[config.mk]
export PLATFORM = sky130hd
export DESIGN_NAME = exc_entry_seq
export DESIGN_NICKNAME = d
export VERILOG_FILES = /design/src/rtl/exc_entry_pkg.sv /design/src/rtl/exc_entry_arb.sv /design/src/rtl/exc_entry_calc.sv /design/src/rtl/exc_entry_seq.sv
export SDC_FILE = /design/constraint.sdc
export NUM_CORES = 1
export LEC_CHECK = 0
export BUFFER_PORTS_ARGS = -buffer_cell sky130_fd_sc_hd__buf_2
export CAP_MARGIN = 25
export CORE_MARGIN = 3
export CORE_UTILIZATION = 45
export CTS_BUF_LIST = sky130_fd_sc_hd__clkbuf_16
export CTS_CLUSTER_DIAMETER = 40
export DETAILED_ROUTE_END_ITERATION = 16
export PLACE_DENSITY = 0.77
export SLEW_MARGIN = 25
export SYNTH_ARGS = -nofsm -noshare
export SYNTH_HDL_FRONTEND = slang
export SYNTH_SLANG_ARGS = --single-unit
[constraint.sdc]
create_clock -name clk -period 1 [get_ports clk]
set_clock_uncertainty 0.1 [all_clocks]
set_input_delay 0.2 -clock clk [delete_from_list [all_inputs] [get_ports clk]]
set_output_delay 0.2 -clock clk [all_outputs]
set_load 0.1 [all_outputs]
[src/rtl/exc_entry_pkg.sv]
package exc_entry_pkg;

  localparam int WORD_W = 32;
  localparam int CODE_W = 12;

  typedef enum logic [1:0] {
    ENT_NONE = 2'd0,
    ENT_EXC  = 2'd1,
    ENT_IRQ  = 2'd2
  } ent_kind_e;

  localparam logic [CODE_W-1:0] EV_POWER   = 12'h000;
  localparam logic [CODE_W-1:0] EV_MANUAL  = 12'h020;
  localparam logic [CODE_W-1:0] EV_TLB_RD  = 12'h040;
  localparam logic [CODE_W-1:0] EV_TLB_WR  = 12'h060;
  localparam logic [CODE_W-1:0] EV_MULTI   = 12'h140;
  localparam logic [CODE_W-1:0] EV_TRAP    = 12'h160;
  localparam logic [CODE_W-1:0] EV_BL_PASS = 12'h1E0;

  localparam logic [WORD_W-1:0] RESET_PC = 32'hA000_0000;
  localparam logic [WORD_W-1:0] OFS_GEN  = 32'h0000_0100;
  localparam logic [WORD_W-1:0] OFS_TLB  = 32'h0000_0400;
  localparam logic [WORD_W-1:0] OFS_IRQ  = 32'h0000_0600;

  function automatic logic is_reset_class(input logic [CODE_W-1:0] c);
    return (c == EV_POWER) || (c == EV_MANUAL) || (c == EV_MULTI);
  endfunction

  function automatic logic is_tlb_miss(input logic [CODE_W-1:0] c);
    return (c == EV_TLB_RD) || (c == EV_TLB_WR);
  endfunction

  function automatic logic [WORD_W-1:0] handler_addr(
    input ent_kind_e k, input logic [CODE_W-1:0] c, input logic [WORD_W-1:0] vbr);
    logic [WORD_W-1:0] a;
    if (k == ENT_IRQ)          a = vbr + OFS_IRQ;
    else if (is_reset_class(c)) a = RESET_PC;
    else if (is_tlb_miss(c))   a = vbr + OFS_TLB;
    else                       a = vbr + OFS_GEN;
    return a;
  endfunction

  function automatic logic [WORD_W-1:0] saved_pc(
    input ent_kind_e k, input logic [CODE_W-1:0] c, input logic [WORD_W-1:0] pc,
    input logic in_slot);
    logic [WORD_W-1:0] s;
    s = in_slot ? (pc - 32'd2) : pc;
    if (k == ENT_EXC && c == EV_TRAP) s = s + 32'd2;
    return s;
  endfunction

endpackage

[src/rtl/exc_entry_arb.sv]
module exc_entry_arb
  import exc_entry_pkg::*;
#(
  parameter int BL_BIT    = 28,
  parameter int IMASK_LO  = 4
) (
  input  logic              take_i,
  input  logic              exc_valid_i,
  input  logic [CODE_W-1:0] exc_code_i,
  input  logic              irq_pend_i,
  input  logic              irq_vec_valid_i,
  input  logic [CODE_W-1:0] irq_vec_i,
  input  logic [WORD_W-1:0] sr_i,
  input  logic              sleep_i,
  output ent_kind_e         kind_o,
  output logic [CODE_W-1:0] code_o,
  output logic [3:0]        level_o
);
  logic blocked;
  assign blocked = sr_i[BL_BIT];
  assign level_o = sr_i[IMASK_LO +: 4];

  always_comb begin
    kind_o = ENT_NONE;
    code_o = exc_code_i;
    if (exc_valid_i) begin
      kind_o = ENT_EXC;
      if (blocked && exc_code_i != EV_BL_PASS) code_o = EV_POWER;
    end else if (irq_pend_i && (!blocked || sleep_i) && irq_vec_valid_i) begin
      kind_o = ENT_IRQ;
      code_o = irq_vec_i;
    end
    if (!take_i) kind_o = ENT_NONE;
  end
endmodule

[src/rtl/exc_entry_calc.sv]
module exc_entry_calc
  import exc_entry_pkg::*;
#(
  parameter int MD_BIT   = 30,
  parameter int RB_BIT   = 29,
  parameter int BL_BIT   = 28,
  parameter int FD_BIT   = 15,
  parameter int IMASK_LO = 4
) (
  input  ent_kind_e         kind_i,
  input  logic [CODE_W-1:0] code_i,
  input  logic [WORD_W-1:0] sr_i,
  input  logic [WORD_W-1:0] pc_i,
  input  logic [WORD_W-1:0] vbr_i,
  input  logic              in_slot_i,
  output logic [WORD_W-1:0] nxt_sr_o,
  output logic [WORD_W-1:0] nxt_pc_o,
  output logic [WORD_W-1:0] nxt_spc_o
);
  always_comb begin
    nxt_sr_o = sr_i;
    nxt_sr_o[MD_BIT] = 1'b1;
    nxt_sr_o[RB_BIT] = 1'b1;
    nxt_sr_o[BL_BIT] = 1'b1;
    if (kind_i == ENT_EXC && is_reset_class(code_i)) begin
      nxt_sr_o[FD_BIT] = 1'b0;
      nxt_sr_o[IMASK_LO +: 4] = 4'hF;
    end
  end

  assign nxt_pc_o  = handler_addr(kind_i, code_i, vbr_i);
  assign nxt_spc_o = saved_pc(kind_i, code_i, pc_i, in_slot_i);
endmodule

[src/rtl/exc_entry_seq.sv]
module exc_entry_seq
  import exc_entry_pkg::*;
#(
  parameter int MD_BIT   = 30,
  parameter int RB_BIT   = 29,
  parameter int BL_BIT   = 28,
  parameter int FD_BIT   = 15,
  parameter int IMASK_LO = 4,
  parameter int SLOT_W   = 2
) (
  input  logic              clk,
  input  logic              rst_n,
  input  logic              take_i,
  input  logic              exc_valid_i,
  input  logic [11:0]       exc_code_i,
  input  logic              irq_pend_i,
  output logic [3:0]        irq_level_o,
  input  logic              irq_vec_valid_i,
  input  logic [11:0]       irq_vec_i,
  input  logic [31:0]       sr_i,
  input  logic [31:0]       pc_i,
  input  logic [31:0]       r15_i,
  input  logic [31:0]       vbr_i,
  input  logic [SLOT_W-1:0] dslot_i,
  input  logic              sleep_i,
  output logic              redirect_o,
  output logic [31:0]       sr_o,
  output logic [31:0]       pc_o,
  output logic [31:0]       ssr_o,
  output logic [31:0]       spc_o,
  output logic [31:0]       sgr_o,
  output logic [11:0]       expevt_o,
  output logic [11:0]       intevt_o,
  output logic              dslot_clr_o,
  output logic              sleep_clr_o
);
  ent_kind_e         kind_w;
  logic [CODE_W-1:0] code_w;
  logic [WORD_W-1:0] nxt_sr_w, nxt_pc_w, nxt_spc_w;
  logic              in_slot_w;
  logic              entry_w;
  logic              irq_taken_q;
  logic              exc_taken_q;

  assign in_slot_w = |dslot_i;
  assign entry_w   = (kind_w != ENT_NONE);

  exc_entry_arb #(.BL_BIT(BL_BIT), .IMASK_LO(IMASK_LO)) u_arb (
    .take_i          (take_i),
    .exc_valid_i     (exc_valid_i),
    .exc_code_i      (exc_code_i),
    .irq_pend_i      (irq_pend_i),
    .irq_vec_valid_i (irq_vec_valid_i),
    .irq_vec_i       (irq_vec_i),
    .sr_i            (sr_i),
    .sleep_i         (sleep_i),
    .kind_o          (kind_w),
    .code_o          (code_w),
    .level_o         (irq_level_o)
  );

  exc_entry_calc #(
    .MD_BIT(MD_BIT), .RB_BIT(RB_BIT), .BL_BIT(BL_BIT),
    .FD_BIT(FD_BIT), .IMASK_LO(IMASK_LO)
  ) u_calc (
    .kind_i    (kind_w),
    .code_i    (code_w),
    .sr_i      (sr_i),
    .pc_i      (pc_i),
    .vbr_i     (vbr_i),
    .in_slot_i (in_slot_w),
    .nxt_sr_o  (nxt_sr_w),
    .nxt_pc_o  (nxt_pc_w),
    .nxt_spc_o (nxt_spc_w)
  );

  always_ff @(posedge clk or negedge rst_n) begin
    if (!rst_n) begin
      redirect_o  <= 1'b0;
      dslot_clr_o <= 1'b0;
      sleep_clr_o <= 1'b0;
      irq_taken_q <= 1'b0;
      exc_taken_q <= 1'b0;
    end else begin
      redirect_o  <= entry_w;
      dslot_clr_o <= entry_w && in_slot_w;
      sleep_clr_o <= entry_w;
      if (entry_w) begin
        irq_taken_q <= (kind_w == ENT_IRQ);
        exc_taken_q <= (kind_w == ENT_EXC);
      end
    end
  end

  always_ff @(posedge clk or negedge rst_n) begin
    if (!rst_n) begin
      sr_o     <= '0;
      pc_o     <= '0;
      ssr_o    <= '0;
      spc_o    <= '0;
      sgr_o    <= '0;
      expevt_o <= '0;
      intevt_o <= '0;
    end else if (entry_w) begin
      sr_o  <= nxt_sr_w;
      pc_o  <= nxt_pc_w;
      ssr_o <= sr_i;
      spc_o <= nxt_spc_w;
      sgr_o <= r15_i;
      if (kind_w == ENT_EXC) expevt_o <= code_w;
      else                   intevt_o <= code_w;
    end
  end
endmodule

==> run_results.csv, run 1 <==
group,metric,value,unit
outcome,status,"stopped before the end",
outcome,stop_stage,"5_1_grt",
outcome,stop_error,"[ERROR GRT-0116] Global routing finished with congestion. Check the congestion regions in the DRC Viewer.",
yosys,yosysTopAreaCell,"dfrtp_1",
place,dp.cells,1858,
die,die_x,150,µm
place,place_congestion,0.985,
grt,grt_pass1_wl,115,mm
clocking,htree_levels,4,
yosys,yosysWarnings,0,
yosys,syn_inst,1072,
yosys,muxShareOfSynthArea,1.60,%
place,place_area,0.0164,mm²
yosys,async_reset_ff_share,100,%
yosys,synth_area_leaders,"dfrtp_1, nand2_1, xnor2_1",
yosys,synth-simple-area-share,28.6,%
die,rows,51,
clocking,cts_buffer_depth,2,
yosys,ys_seq_area_share,43.1,%
place,post-dp-hpwl,31.5,mm
grt,grt_pass1_vias,16837,
clocking,cts.sink_count,160,
grt,grt_max_degree,36,
grt,grt_usage,69.4,%
yosys,synth-compound-area-share,14.0,%
yosys,synthXorXnorAreaFrac,6.22,%
yosys,syn-num-nets,1240,
yosys,synth_edf_count,0,
die,die_h,150,µm
yosys,netlist_area,0.00928,mm²
grt,overflow,37,
die,ios,352,
yosys,syn_area_per_cell,8.66,µm²
yosys,dominantRegCellSynth,"dfrtp_1",
yosys,ys_seq_elements,160,
clocking,cts_buffers,17,
yosys,synth_fa_ha_area_share,0.944,%
yosys,yosysUniqueCellTypes,86,
yosys,synth_top_family_by_area,"simple AND/OR/NAND/NOR gates",
yosys,netlist.area_leader.share,43.1,%
place,io_buffers,351,
die,start_util,46.8,%
clocking,cts_root_buf,"clkbuf_16",
==> cell families after synthesis <==
logic type / after synthesis
mux: 14
buf+inv: 97
fa+ha+maj: 7
compound gates: 188
xor+xnor: 65
flops: 160
simple gates: 541
==> synthesized netlist by cell type (11+ instances only) <==
| cell | count |
|---|---|
| xor2_1 | 28 |
| nor4_1 | 16 |
| nand3_1 | 27 |
| or4_1 | 12 |
| buf_4 | 31 |
| xnor2_1 | 36 |
| nor2_1 | 58 |
| clkbuf_1 | 46 |
| o31ai_1 | 14 |
| a22o_1 | 18 |
| o21ai_0 | 53 |
| dfrtp_1 | 160 |
| nand2_1 | 299 |
| nor3_1 | 18 |
| a21oi_1 | 28 |
| nand4_1 | 21 |
| inv_1 | 11 |
==> stage by stage <==
step / utilization [%] / setup WS [ns] / hold slack, ns
after floorplan: - / -1.96 / -0.196
after global placement: 82.5 / -1.99 / -0.0128
after detailed placement: 82.5 / -2.16 / -0.0149
after CTS: 97.0 / -1.65 / -0.0150
==> metal layers <==
layer / GRT overflow / global-route usage [%]
met1: 0 / 68.9
met2: 11 / 90.9
met3: 1 / 48.8
met4: 25 / 70.7
met5: 0 / 8.41
==> what timing repair did <==
item                                   CTS
buffers inserted                        44
gates resized for setup                172
pin swaps                               40
setup endpoints to repair              347
hold buffers                            87
gates cloned                            16
endpoints found under the hold margin  249
==> inputs of run 2 (changes only) <==
--- a/config.mk
+++ b/config.mk
@@ -8,11 +8,9 @@
 export BUFFER_PORTS_ARGS = -buffer_cell sky130_fd_sc_hd__buf_2
 export CAP_MARGIN = 25
 export CORE_MARGIN = 3
-export CORE_UTILIZATION = 45
-export CTS_BUF_LIST = sky130_fd_sc_hd__clkbuf_16
-export CTS_CLUSTER_DIAMETER = 40
+export CORE_UTILIZATION = 40
 export DETAILED_ROUTE_END_ITERATION = 16
-export PLACE_DENSITY = 0.77
+export PLACE_DENSITY_LB_ADDON = 0.15
 export SLEW_MARGIN = 25
 export SYNTH_ARGS = -nofsm -noshare
 export SYNTH_HDL_FRONTEND = slang
==> constraint.sdc (replaced) <==
create_clock -name clk -period 1.3 [get_ports clk]
set_clock_uncertainty 0.1 [all_clocks]
set_input_delay 0.26 -clock clk [delete_from_list [all_inputs] [get_ports clk]]
set_output_delay 0.26 -clock clk [all_outputs]
set_load 0.1 [all_outputs]
==> run_results.csv, run 2 <==
group,metric,value,unit
grt,antenna_found_initial,1,
worst_setup_path,critPathLaunchType,"input port",
sta,timing.final.ws_setup,-1.40,ns
clocking,clk_pin_slew_worst_paths,0.07,ns
route,drt_iter0_drc,886,
die,die_x,158,µm
yosys,synth_area_leaders,"dfrtp_1, nand2_1, xnor2_1",
worst_setup_path,cp_cell_sequence,"buf_2, or3_1, or4_4, a221oi_2, nand4_1, nor4b_4, and4bb_2, mux2_4, o21ai_1",
sta,period_needed,2.70,ns
yosys,ys_seq_elements,160,
clocking,cts_tree,"done",
grt,grt_max_degree,36,
worst_setup_path,cp-end-kind,"flop",
flow_run,cap_violations,0,
worst_setup_path,critPathArrivalTime,2.96,ns
route,final_antenna_net_count,0,
worst_setup_path,r2r_cells,3,
yosys,yosysWarnings,0,
power_and_ir_drop,p_int,13.7,mW
power_and_ir_drop,p_sw_share,46.7,%
sta,relSlewSlack,54.0,%
worst_setup_path,critPathKind,"input port to flop",
die,ios,352,
worst_hold_path,hold_class,"input port to flop",
worst_setup_path,worstPathMaxFanout,2,
power_and_ir_drop,pwr-share-seq,26.3,%
finish,layout_commonest_cell,"buf_4",
yosys,netlist_area,0.00928,mm²
worst_setup_path,slowest_delay,0.54,ns
sta,worst_slew_pin_slew,0.683,ns
grt,grt_pass1_vias,11499,
grt,grt_pass1_wl,63.0,mm
yosys,syn_inst,1072,
yosys,syn_area_per_cell,8.66,µm²
sta,fmax,370,MHz
yosys,syn-num-nets,1240,
yosys,synth_edf_count,0,
clocking,cts_root_buf,"clkbuf_16",
sta,grt_setup_unrepaired,"yes",
power_and_ir_drop,clkPwrFrac,21.7,%
yosys,dominantRegCellSynth,"dfrtp_1",
outcome,violations,"setup timing",
power_and_ir_drop,power_switching,12.0,mW
route,routed_wl,46.2,mm
finish,fin_nets,1924,
die,die_h,158,µm
finish,nFillCells,1117,
power_and_ir_drop,comb_power_share,52.0,%
yosys,yosysUniqueCellTypes,86,
place,post-dp-hpwl,28.1,mm
die,start_util,40.9,%
finish,drive_gt1_share,53.0,%
place,place_congestion,0.976,
grt,overflow,0,
clocking,cts_buffer_depth,2,
worst_setup_path,required,1.56,ns
sta,fin_tns_setup,-134.52,ns
sta,hold_viol_final,0,
finish,areaGrowthSynthToFinish,109,%
sta,period_share,208,%
clocking,htree_levels,4,
finish,final_cell_mix,"buf_4, nand2_1, buf_12, buf_2, dfrtp_1",
clocking,cts.sink_count,160,
power_and_ir_drop,leakage,9.10,nW
route,via_count,11434,
grt,grt_usage,32.4,%
clocking,worstSkewPairLatency,0.43,ns
yosys,netlist.area_leader.share,43.1,%
die,rows,55,
route,viasPerCell,5.56,
yosys,async_reset_ff_share,100,%
route,drc,0,
sta,slew_viol_final,0,
die,core,0.0227,mm²
route,wl_per_cell,22.5,µm
route,firstDrtPassIters,5,
worst_setup_path,reg2reg_slack,0.22,ns
worst_setup_path,setup.worst_path.start,"exc_code_i[9]",
worst_setup_path,cp-endpoint,"spc_o[16]",
power_and_ir_drop,p_per_area,1320,mW/mm²
place,io_buffers,351,
yosys,yosysTopAreaCell,"dfrtp_1",
worst_setup_path,r2r-end,"spc_o[26]",
worst_setup_path,r2r-start,"spc_o[26]",
yosys,ys_seq_area_share,43.1,%
clocking,cts_buffers,17,
power_and_ir_drop,ir_drop,0.930,mV
outcome,status,"finished, violations left",
power_and_ir_drop,p_total,25.7,mW
yosys,ys_top_cells_by_count,"nand2_1, dfrtp_1, nor2_1",
finish,largestRegisters,"pc_o x32, sgr_o x32, spc_o x32",
sta,setup_viol,335,
worst_setup_path,slowest_stage,"or4_4",
die,die-area,0.0251,mm²
yosys,synth_most_common_cell,"nand2_1",
==> run 2: how the worst min path moves through the flow <==
stage / from / end / slack [ns] / cells after the start
6_report: sr_i[6] / ssr_o[6] / 0.03 / 3
3_5_place_dp: rst_n / sr_o[12] / 0.05 / 1
2_1_floorplan: rst_n / dslot_clr_o / -0.14 / 0
5_1_grt: sr_i[6] / ssr_o[6] / 0.04 / 3
3_3_place_gp: rst_n / sr_o[12] / 0.05 / 1
4_1_cts: sr_i[6] / ssr_o[6] / 0.01 / 3
==> run 2: what timing repair did <==
item                                    4_1_cts  5_1_grt
hold endpoints to repair                    241        0
endpoints found under the setup margin      335      343
hold buffers                                 81        0
pin swaps                                    27       57
buffers inserted                             27       25
cloned                                        8        5
resized for setup                            97      164
==> run 2: power by group through the flow <==
stage / logic (mW) / clock network [mW] / registers [mW]
floorplan: 2.45 / 0 / 11.4
global placement: 12.2 / 0 / 6.71
detailed placement: 12.3 / 0 / 6.74
finish: 13.3 / 5.57 / 6.75
global route: 13.7 / 5.82 / 6.82
CTS: 12.8 / 5.55 / 6.65
==> run 2: metal layers <==
layer	up-vias	GRT usage (%)	share of wire (%)
li1	5087	-	-
met1	5616	36.5	35
met2	553	56.4	51
met3	178	8.15	8.2
met4	0	17.0	5.8
met5	-	0	0
==> run 2: stage by stage <==
stage	util [%]	hold slack (ns)	std cells	instance area (µm²)	setup WS (ns)
after floorplan	-	-0.136	1072	10100	-1.72
after global placement	71.8	0.0545	1883	16300	-1.75
after detailed placement	71.8	0.0498	1883	16300	-1.80
after CTS	81.7	0.0149	2029	18600	-1.30
after global routing	85.6	0.0389	2055	19400	-1.49
final	85.6	0.0277	2055	19400	-1.40
==> run 2: area by class of cell <==
type	count	area (µm²)	share of cell area, %
Multi-Input combinational cell	816	5880	30.3
Inverter	12	57.6	0.296
Timing Repair inverter	2	17.5	0.0902
Antenna cell	1	2.50	0.0129
Clock buffer	18	429	2.21
Sequential cell	160	4100	21.1
Tap cell	285	357	1.84
Clock inverter	14	198	1.02
Timing Repair Buffer	747	8390	43.2
==> run 2: critical path: cells and delay by family <==
kind | cells | cell delay [ns]
AOI/OAI and AO/OA | 2 | 0.38
buffers and inverters | 1 | 0.11
and+or+nand+nor | 5 | 1.90
muxes | 1 | 0.30
==> run 2: logic make-up after synthesis <==
group / share of synthesized area [%]
AND/OR/NAND/NOR: 28.6
AO/OA/AOI/OAI: 14.0
flip-flops: 43.1
buffers and inverters: 5.45
XOR/XNOR: 6.22
multiplexers: 1.60
adder cells (fa/ha/maj): 0.944
Note: power is estimated with default switching activity, not from simulation.
